--- config.mk ---
export PLATFORM = sky130hd
export DESIGN_NAME = int_alu
export DESIGN_NICKNAME = d
export VERILOG_FILES = /design/src/rtl/int_alu.sv
export SDC_FILE = /design/constraint.sdc
export NUM_CORES = 1
export LEC_CHECK = 0
export ABC_AREA = 1
export BUFFER_PORTS_ARGS = -buffer_cell sky130_fd_sc_hd__buf_4
export CORE_ASPECT_RATIO = 0.6
export CORE_MARGIN = 3
export CORE_UTILIZATION = 50
export DETAILED_ROUTE_END_ITERATION = 16
export PLACE_DENSITY = 0.77
export REMOVE_ABC_BUFFERS = 1
export SYNTH_ARGS = -nofsm -noshare
export SYNTH_HDL_FRONTEND = slang
export SYNTH_SLANG_ARGS = --single-unit
export TNS_END_PERCENT = 50
--- constraint.sdc ---
create_clock -name vclk -period 21.2
set_clock_uncertainty 0.15 [all_clocks]
set_input_delay 1.06 -clock vclk [all_inputs]
set_output_delay 1.06 -clock vclk [all_outputs]
set_load 0.03 [all_outputs]
--- src/rtl/int_alu.sv ---
module int_alu #(
  parameter int W = 32
) (
  input  logic [W-1:0] opa,
  input  logic [W-1:0] opb,
  input  logic [3:0]   op,
  output logic [W-1:0] res,
  output logic         cout,
  output logic         ovf
);
  localparam logic [3:0] OP_ADD  = 4'h0;
  localparam logic [3:0] OP_ADDU = 4'h1;
  localparam logic [3:0] OP_SUB  = 4'h2;
  localparam logic [3:0] OP_SUBU = 4'h3;
  localparam logic [3:0] OP_AND  = 4'h4;
  localparam logic [3:0] OP_OR   = 4'h5;
  localparam logic [3:0] OP_XOR  = 4'h6;
  localparam logic [3:0] OP_NOR  = 4'h7;
  localparam logic [3:0] OP_SLT  = 4'hA;
  localparam logic [3:0] OP_SLTU = 4'hB;

  logic         inv_b, arith, signed_op;
  logic [W:0]   c;
  logic [W-1:0] sum, f_and, f_or, f_xor;
  logic         top_ovf, less;

  assign inv_b     = (op == OP_SUB) || (op == OP_SUBU) || (op == OP_SLT) || (op == OP_SLTU);
  assign arith     = (op[3:2] == 2'b00);
  assign signed_op = (op == OP_ADD) || (op == OP_SUB);
  assign c[0]      = inv_b;

  for (genvar i = 0; i < W; i++) begin : g_slice
    logic bx;
    assign bx       = opb[i] ^ inv_b;
    assign sum[i]   = opa[i] ^ bx ^ c[i];
    assign c[i+1]   = (opa[i] & bx) | (c[i] & (opa[i] ^ bx));
    assign f_and[i] = opa[i] & opb[i];
    assign f_or[i]  = opa[i] | opb[i];
    assign f_xor[i] = opa[i] ^ opb[i];
  end

  assign top_ovf = c[W] ^ c[W-1];
  assign less    = (op == OP_SLT) ? (sum[W-1] ^ top_ovf) : ~c[W];

  always_comb begin
    unique case (op)
      OP_ADD, OP_ADDU, OP_SUB, OP_SUBU: res = sum;
      OP_AND:                           res = f_and;
      OP_OR:                            res = f_or;
      OP_XOR:                           res = f_xor;
      OP_NOR:                           res = ~f_or;
      OP_SLT, OP_SLTU:                  res = {{(W-1){1'b0}}, less};
      default:                          res = '0;
    endcase
  end

  assign cout = arith & c[W];
  assign ovf  = signed_op & top_ovf;
endmodule


==> results.txt, run 1 <==
----------------------------------------------------
[Status]
  Outcome ... complete, no violations

[Power and ir drop]
  Pwr/cell area ... 26.3 mW/mm^2
  Share of total power in combinational logic ... between 90% and 100%
  Worst VDD drop ... 17.0 uV
  Total net switching power ... 68.2 uW
  Switching Share ... between 60% and 70%
  Leakage dissipation ... around 0.0027 uW
  Register share of total power ... 0%
  Pint ... 45.3 uW
  Clock network fraction of total power ... 0%

[Logic synthesis]
  Mean cell area of the mapped netlist ... around 6.2 sq um
  Cell variety after synth ... 22
  Syn Inst Count ... 571
  Yosys synthesis warning count ... 0
  Mapped cell area ... between 0.003 and 0.004 sq mm
  Register area share after synthesis ... 0%

[Hold path]
  Start point of the worst hold path ... op[0]
  Class of the tightest hold or removal check ... primary input to primary output
  Terminating pin of the worst hold path ... ovf
  Hold Path Depth ... 3

[Drt]
  Detail Route Antenna Nets ... 0
  Total Routed Length ... 9400 um
  Via count ... between 3000 and 4000
  Remaining DRCs ... 0
  Wire length per cell ... 12.7 um
  Initial detailed-routing violation count ... 173
  Vias per Instance ... between 4 and 5
  Number of optimization iterations in the first detailed-route pass ... 4

[Worst setup path]
  Critical setup path kind ... primary input to primary output
  Kind of end point of the critical path ... primary output
  Cell class contributing the biggest share of worst-path delay ... adder cells
  CP max stage delay ... 0.45 ns
  Worst setup SP type ... primary input
  CP max-delay cell ... fa_1
  Crit path required time ... 19.99 ns
  Critical path's most frequent cell ... fa_1
  Combined buffer and inverter count along the critical path ... 9
  Arrival time at the worst endpoint ... between 10 and 15 ns
  CP Max Fanout ... 3

[Job]
  Reported max-cap violation count ... 0

[Finish]
  Filler cells ... 635
  Fraction of layout instances using a drive strength above 1 ... 17.9%
  Combined flip-flop and latch cell area ... 0 sq um
  Number of clock buffers in the layout ... 0
  Final standard cell utilization of the core ... about 64%
  Diodes inserted ... 0
  Layout overhead on the synthesized area ... 22.3%
  Final cell area excluding filler cells ... 0.00432 sq mm
  Nets ... between 800 and 900
  Sequential cell count ... 0

[STA]
  Slew at the pin with the worst max-slew slack ... about 1.2 ns
  Portion of the clock cycle consumed by the worst path in the final layout ... 73.6%
  Total negative setup slack ... 0 ns
  Max Clk Rate ... 64.1 MHz
  Unrepaired setup endpoints after global routing ... false
  Count of endpoints failing setup in the final report ... 0
  Number of hold violations in the final report ... 0
  Pins over their slew limit ... 0
  Slew margin rel. ... a little under a quarter
  Post-route minimum period ... between 15 and 20 ns

[Clock network]
  Number of cells upsized or downsized after cts ... 0
  Count of buffers added by post-CTS timing repair for setup ... 0
  Hold buffer count at CTS ... 0

[Global route]
  Antenna violations before repair ... 0
  Wire length of the first global-routing pass ... 16100 um
  Pin count of the biggest net entering global routing ... 46
  Via count of the first global-routing pass ... roughly 3500
  Grt total ovfl ... 0
  Overall Global Routing Usage ... 23.5%

[Floorplanning]
  Floorplan core area ... 0.00676 sq mm
  Initial core utilization ... a little over half
  Die ar. ... 0.00814 sq mm
  DIE HEIGHT ... 71.1 um
  X dimension of the die ... 115 um
  Number of I/O pins ... 102
  Cell row count ... 23

[Placed design]
  IO buf count ... 102
  Detailed placer's ending HPWL ... 7490 um
  Post-placement cell area ... 0.00432 sq mm
  Final estimated routing congestion in global placement ... 0.837

----------------------------------------------------
==> how the worst max path moves through the flow <==
stage	startpoint	endpoint	slack [ns]	depth (start not counted)
2_1_floorplan	op[2]	ovf	5.05	41
6_report	op[2]	res[31]	5.60	44
5_1_grt	op[1]	res[31]	4.90	43
3_3_place_gp	op[2]	res[31]	5.68	44
4_1_cts	op[2]	res[31]	5.49	44
3_5_place_dp	op[2]	res[31]	5.53	44
==> tightest hold or removal path, cell delays in order <==
cell,delay [ns]
buf_4,0.13
nor3_1,0.06
buf_4,0.16
==> synth_stat cells <==
| master | n | area (sq um) |
|---|---|---|
| xnor2_1 | 1 | 8.76 |
| nor2_2 | 2 | 12.5 |
| nand3_1 | 43 | 215 |
| buf_4 | 3 | 22.5 |
| nor2_1 | 67 | 251 |
| nor2_4 | 1 | 11.3 |
| o22ai_1 | 2 | 12.5 |
| o21ai_1 | 3 | 15.0 |
| ha_1 | 64 | 801 |
| fa_1 | 32 | 641 |
| o21ai_0 | 10 | 50.1 |
| clkinv_1 | 1 | 3.75 |
| nand2_2 | 2 | 12.5 |
| inv_2 | 4 | 15.0 |
| inv_1 | 122 | 458 |
| nand2_1 | 162 | 608 |
| xor2_1 | 31 | 272 |
| or2_2 | 1 | 6.26 |
| buf_2 | 17 | 85.1 |
| nand3b_1 | 1 | 7.51 |
| nor3_1 | 1 | 5.00 |
| nor2_8 | 1 | 20.0 |
==> power by group through the flow <==
stage | clock [uW] | sequential, uW | combinational, uW
after floorplan | 0 | 0 | 70.9
after global placement | 0 | 0 | 111
after detailed placement | 0 | 0 | 114
after CTS | 0 | 0 | 114
after global routing | 0 | 0 | 129
final | 0 | 0 | 113
==> placed cells by master, fill, tap and decap left out, drive strengths merged <==
cell    synthesis  final
or2             1      1
clkinv          1      1
inv           126    126
nand3b          1      1
nand2         164    164
xnor2           1      1
ha             64     64
o21ai          13     13
buf            20    104
xor2           31     31
nand3          43     43
nor2           71     71
fa             32     32
nor3            1      1
o22ai           2      2
==> cell type report <==
cell class | count | area [sq um] | share of cell area [%]
timing repair buffer | 104 | 781 | 18.1
tap | 87 | 109 | 2.52
multi-input combinational | 424 | 2950 | 68.4
inverter | 127 | 477 | 11.0
==> per-stage QoR <==
step / power, uW / cells / hold slack (ns) / setup slack, ns
floorplan: 70.9 / 551 / 2.09 / 5.05
global placement: 111 / 742 / 2.31 / 5.68
detailed placement: 114 / 742 / 2.31 / 5.53
CTS: 114 / 742 / 2.32 / 5.49
global route: 129 / 742 / 2.35 / 4.90
finish: 113 / 742 / 2.31 / 5.60
==> kinds of logic after synthesis <==
logic type	Yosys count	synth area share, %
AOI/OAI and AO/OA	15	2.20
adders and majority gates	96	40.8
buffers and inverters	147	16.5
xor gates and xnor gates	32	7.93
and+or+nand+nor	281	32.5
==> layer usage <==
metal | GRT usage [%] | wire, um
met1 | 35.9 | 4470
met2 | 37.4 | 4140
met3 | 2.14 | 795
met4 | 1.98 | 0
met5 | 0 | 0
Power figures use the tool's default switching activity.
==> run 2: changes to the inputs <==
--- a/config.mk
+++ b/config.mk
@@ -11,7 +11,7 @@
 export CORE_MARGIN = 3
 export CORE_UTILIZATION = 50
 export DETAILED_ROUTE_END_ITERATION = 16
-export PLACE_DENSITY = 0.77
+export PLACE_DENSITY = 0.8
 export REMOVE_ABC_BUFFERS = 1
 export SYNTH_ARGS = -nofsm -noshare
 export SYNTH_HDL_FRONTEND = slang
==> constraint.sdc (replaced) <==
create_clock -name vclk -period 13.99
set_clock_uncertainty 0.15 [all_clocks]
set_input_delay 0.6995 -clock vclk [all_inputs]
set_output_delay 0.6995 -clock vclk [all_outputs]
set_load 0.03 [all_outputs]
==> run 2 against run 1 <==
Compared with the run above:
- sequential cell count is the same
- hold slack lost 0.72 ns
- sequential share of layout area is the same
- die area is the same
- critical path depth is the same
- critical path type unchanged
- largest cell class unchanged
==> results.txt, run 2 (same netlist as run 1, synthesis figures left out) <==
----------------------------------------------------
[STA]
  Setup slack of the critical path after layout ... 0.489 ns
  Slew at the pin with the worst max-slew slack ... 1.21 ns
  Total negative setup slack ... 0 ns
  Unrepaired setup endpoints after global routing ... false
  Count of endpoints failing setup in the final report ... 0
  Max Clk Rate ... between 70 and 80 MHz
  Portion of the clock cycle consumed by the worst path in the final layout ... 96.5%
  Post-route minimum period ... 13.50 ns
  Slew margin rel. ... 19.3%
  Pins over their slew limit ... 0
  Number of hold violations in the final report ... 0

[Job]
  Reported max-cap violation count ... 0

[Placed design]
  Worst Setup Slack post-DPL ... -0.916 ns
  Final estimated routing congestion in global placement ... 0.833
  IO buf count ... 102
  Detailed placer's ending HPWL ... 7600 um
  Instance count after placement with tap cells included ... 752

[Power and ir drop]
  Pwr/cell area ... 40.6 mW/mm^2
  Final Total Pwr ... 181 uW
  Leakage dissipation ... 0.00275 uW
  Worst VDD drop ... 27.8 uV

[Floorplanning]
  Floorplan core area ... 0.00676 sq mm
  X dimension of the die ... 115 um
  Cell row count ... 23
  Die ar. ... 0.00814 sq mm
  DIE HEIGHT ... 71.1 um
  Number of I/O pins ... 102
  Initial core utilization ... 52.2%

[Worst setup path]
  Combined buffer and inverter count along the critical path ... 9
  CP max-delay cell ... fa_1
  Kind of end point of the critical path ... primary output
  Critical setup path kind ... primary input to primary output
  Crit path required time ... 13.14 ns
  CP Max Fanout ... 3
  Critical path's most frequent cell ... fa_2
  CP max stage delay ... 0.41 ns
  Cell class contributing the biggest share of worst-path delay ... adder cells
  Arrival time at the worst endpoint ... 12.65 ns
  Worst setup SP type ... primary input
  Number of cells on the critical path ... 44

[Drt]
  Initial detailed-routing violation count ... 187
  Total Routed Length ... 9640 um
  Via count ... between 3000 and 4000
  Number of optimization iterations in the first detailed-route pass ... 4
  Detail Route Antenna Nets ... 0
  Remaining DRCs ... 0
  Wire length per cell ... 12.8 um
  Vias per Instance ... 4.93

[Finish]
  Number of clock buffers in the layout ... 0
  Filler cells ... 609
  Nets ... 831
  Leading cell types in the layout, fill and taps excluded ... nand2_1 (161), inv_1 (121), buf_4 (113), nor2_1 (66), ha_1 (64)
  Fraction of layout instances using a drive strength above 1 ... 23.0%
  Most common library cell in the layout ignoring fill and taps ... nand2_1
  Final standard cell utilization of the core ... between 60% and 70%
  Combined flip-flop and latch cell area ... 0 sq um
  Post-route insts no fill ... 752
  Sequential cell count ... 0
  Multi-input combinational cell area ... 0.00302 sq mm
  Layout overhead on the synthesized area ... 26.4%
  Diodes inserted ... 0

[Global route]
  Grt total ovfl ... 0
  GR Util met2 ... 41.9%
  Via count of the first global-routing pass ... between 3000 and 4000
  Pin count of the biggest net entering global routing ... between 40 and 50
  Met3 routing resource usage after global routing ... 1.37%
  Overall Global Routing Usage ... 23.6%
  Wire length of the first global-routing pass ... 16100 um
  Layer with the highest usage after global routing ... met2
  Met1 Resource Use GR ... 32.4%
  Antenna violations before repair ... 0

[Hold path]
  Hold Path Depth ... 3
  Terminating pin of the worst hold path ... ovf
  Class of the tightest hold or removal check ... primary input to primary output
  Start point of the worst hold path ... op[0]

[Status]
  Outcome ... complete, no violations

[Clock network]
  Count of buffers added by post-CTS timing repair for setup ... 0

----------------------------------------------------
[run 2: cell types whose count changed in the layout (fill, tap and decap cells not counted)]
cell,change
buf_6,+1
inv_2,+1
fa_2,+25
nand2_2,-1
fa_1,-25
nand2_4,+1
buf_4,+9
inv_1,-1
o21ai_1,+1
o21ai_0,-1
[run 2: where the power goes]
| group | switching [uW] | internal (uW) | leakage, uW |
|---|---|---|---|
| sequential | 0 | 0 | 0 |
| clock | 0 | 0 | 0 |
| combinational | 107 | 74.8 | 0.00275 |
[run 2: how the worst max path moves through the flow]
stage          start      end  slack [ns]
2_1_floorplan  op[2]      ovf       -1.44
3_3_place_gp   op[2]  res[31]       -0.70
3_5_place_dp   op[2]  res[31]       -0.92
4_1_cts        op[2]  res[31]        0.01
5_1_grt        op[2]   res[0]        0.05
6_report       op[2]  res[31]        0.49
[run 2: stage by stage]
stage | instance area (sq um) | hold WS [ns]
3_5_place_dp | 4400 | 1.59
6_report | 4470 | 1.59
3_3_place_gp | 4400 | 1.59
2_1_floorplan | 3430 | 1.37
4_1_cts | 4440 | 1.59
5_1_grt | 4470 | 1.61
[run 2: layer usage]
metal | vias up | wire, um
met5 | - | 0
met4 | 0 | 37
li1 | 1854 | -
met3 | 2 | 722
met1 | 1722 | 4410
met2 | 131 | 4470
[run 2: what timing repair did]
action                                  in CTS  in global routing
gates resized for setup                     18                 11
endpoints found under the setup margin       6                  5
hold buffers                                 0                  0
pin swaps                                    1                  1
[run 2: area by class of cell]
class	instances	share of cell area (%)
well taps	87	2.44
multi-input cells	424	67.6
inverters	127	10.7
repair buffers	114	19.2
==> run 3: changes to the inputs <==
--- a/config.mk
+++ b/config.mk
@@ -7,11 +7,12 @@
 export LEC_CHECK = 0
 export ABC_AREA = 1
 export BUFFER_PORTS_ARGS = -buffer_cell sky130_fd_sc_hd__buf_4
+export CELL_PAD_IN_SITES_DETAIL_PLACEMENT = 1
+export CELL_PAD_IN_SITES_GLOBAL_PLACEMENT = 1
 export CORE_ASPECT_RATIO = 0.6
-export CORE_MARGIN = 3
-export CORE_UTILIZATION = 50
+export CORE_UTILIZATION = 34
 export DETAILED_ROUTE_END_ITERATION = 16
-export PLACE_DENSITY = 0.8
+export PLACE_DENSITY_LB_ADDON = 0.1
 export REMOVE_ABC_BUFFERS = 1
 export SYNTH_ARGS = -nofsm -noshare
 export SYNTH_HDL_FRONTEND = slang
==> run 3 against run 2 <==
Compared with the run above:
- total power rose by 5.6%
- design area rose by 2.4%
- critical endpoint is now res[0]
- largest power group unchanged
- cell count rose by 6.6%
- combinational power rose by 6%
- core utilization fell by 20 points
- global-route usage fell by 0.88 points
- maximum frequency fell by 1.3%
- non-clock buffer count rose by 2
- highest routed layer is now met3
- worst setup slack got worse by 0.18 ns
==> results.txt, run 3 (same netlist as run 1, synthesis figures left out) <==
----------------------------------------------------
[Status]
  Outcome ... complete, no violations

[Finish]
  Leading cell types in the layout, fill and taps excluded ... nand2_1 (161), inv_1 (117), buf_4 (113), nor2_1 (66), ha_1 (64)
  Layout overhead on the synthesized area ... 29.5%
  Number of clock buffers in the layout ... 0
  Combined flip-flop and latch cell area ... 0 sq um
  Sequential cell count ... 0
  Diodes inserted ... 0
  Nets ... around 830
  Final cell area excluding filler cells ... 0.00458 sq mm
  Most common library cell in the layout ignoring fill and taps ... nand2_1
  Final standard cell utilization of the core ... between 40% and 50%
  Fraction of layout instances using a drive strength above 1 ... 24.7%

[Drt]
  Total Routed Length ... 11900 um
  Remaining DRCs ... 0
  Via count ... 3697
  Wire length per cell ... about 15 um
  Met2 WL post-DR ... approximately 5700 um
  Uppermost routed layer ... met3
  Met1 routed wirelength after detailed routing ... 5750 um
  Initial detailed-routing violation count ... 63
  Vias per Instance ... 4.61
  Detail Route Antenna Nets ... 0
  Number of optimization iterations in the first detailed-route pass ... 4
  Total met3 wirelength after detailed routing ... between 400 and 500 um

[Global route]
  Grt total ovfl ... 0
  Pin count of the biggest net entering global routing ... 46
  Overall Global Routing Usage ... 22.7%
  Via count of the first global-routing pass ... 4072
  Wire length of the first global-routing pass ... 19700 um
  Antenna violations before repair ... 0

[Hold path]
  Class of the tightest hold or removal check ... primary input to primary output
  Hold Path Depth ... 3

[STA]
  Post-Route Hold Slack ... approximately 1.6 ns
  Post-route minimum period ... 13.69 ns
  Count of endpoints failing setup in the final report ... 0
  Slew margin rel. ... 22.8%
  Slew at the pin with the worst max-slew slack ... 1.16 ns
  Pins over their slew limit ... 0
  Total negative setup slack ... 0 ns
  Number of hold violations in the final report ... 0
  Unrepaired setup endpoints after global routing ... true
  Max Clk Rate ... 73.1 MHz
  Portion of the clock cycle consumed by the worst path in the final layout ... 97.8%

[Floorplanning]
  Cell row count ... 28
  Die ar. ... between 0.01 and 0.015 sq mm
  X dimension of the die ... 134 um
  DIE HEIGHT ... 81.0 um
  Number of I/O pins ... approximately 100
  Floorplan core area ... ~0.01 sq mm
  Initial core utilization ... a little over a third

[Power and ir drop]
  Clock network fraction of total power ... 0%
  Register share of total power ... 0%
  Leakage dissipation ... 0.00276 uW
  Worst VDD drop ... ~17 uV
  Switching Share ... 59.0%
  Pint ... between 70 and 80 uW
  Pwr/cell area ... 41.9 mW/mm^2
  Total net switching power ... 113 uW
  Share of total power in combinational logic ... 100.0%

[Placed design]
  Post-placement cell area ... between 0.004 and 0.005 sq mm
  Detailed placer's ending HPWL ... 9380 um
  IO buf count ... roughly 100
  Final estimated routing congestion in global placement ... about 0.8

[Worst setup path]
  Worst setup SP type ... primary input
  Combined buffer and inverter count along the critical path ... 9
  CP Max Fanout ... 3
  Kind of end point of the critical path ... primary output
  Crit path required time ... between 10 and 15 ns
  CP max-delay cell ... fa_2
  Critical setup path kind ... primary input to primary output
  Arrival time at the worst endpoint ... 12.84 ns
  Critical path's most frequent cell ... fa_2
  CP max stage delay ... 0.42 ns
  Cell class contributing the biggest share of worst-path delay ... adder cells
  Number of cells on the critical path ... 48

[Job]
  Reported max-cap violation count ... 0

[Clock network]
  Count of buffers added by post-CTS timing repair for setup ... 0
  Hold buffer count at CTS ... 0

----------------------------------------------------
[run 3: area by class of cell]
class	count	area, sq um
Tap cell	135	169
Timing Repair Buffer	116	886
Inverter	127	479
Fill cell	1368	5410
Multi-Input combinational cell	424	3040
[run 3: metrics by stage]
stage	power, uW	std cells	worst slack (ns)
6_report	192	802	0.305
5_1_grt	215	802	-0.147
4_1_cts	191	802	0.0414
3_5_place_dp	184	802	-1.11
3_3_place_gp	176	802	-0.741
2_1_floorplan	107	551	-1.44
[run 3: power groups by stage]
stage | Combinational [uW] | Clock (uW) | Sequential [uW]
after floorplan | 107 | 0 | 0
after global placement | 176 | 0 | 0
after detailed placement | 184 | 0 | 0
after CTS | 191 | 0 | 0
after global routing | 215 | 0 | 0
final | 192 | 0 | 0
[run 3: path summary, 6_finish.rpt]
| check | slack (ns) | end | startpoint |
|---|---|---|---|
| setup / recovery | 0.30 | res[0] | op[2] |
| hold / removal | 1.60 | ovf | op[0] |
[run 3: timing repair]
action | in CTS | in global routing
resized for setup | 26 | 18
setup endpoints to repair | 7 | 5
endpoints found under the hold margin | 0 | 0
pin swaps | 1 | 10
[run 3: routing by layer]
metal,up-vias,track usage (%)
met5,-,0
met4,0,0.568
met3,0,1.31
met2,67,43.4
met1,1766,29.8
li1,1864,-
[run 3: tightest hold or removal path: cells and delay by family]
| family | cells | cell delay [ns] |
|---|---|---|
| buffers and inverters | 2 | 0.28 |
| AND/OR/NAND/NOR | 1 | 0.07 |
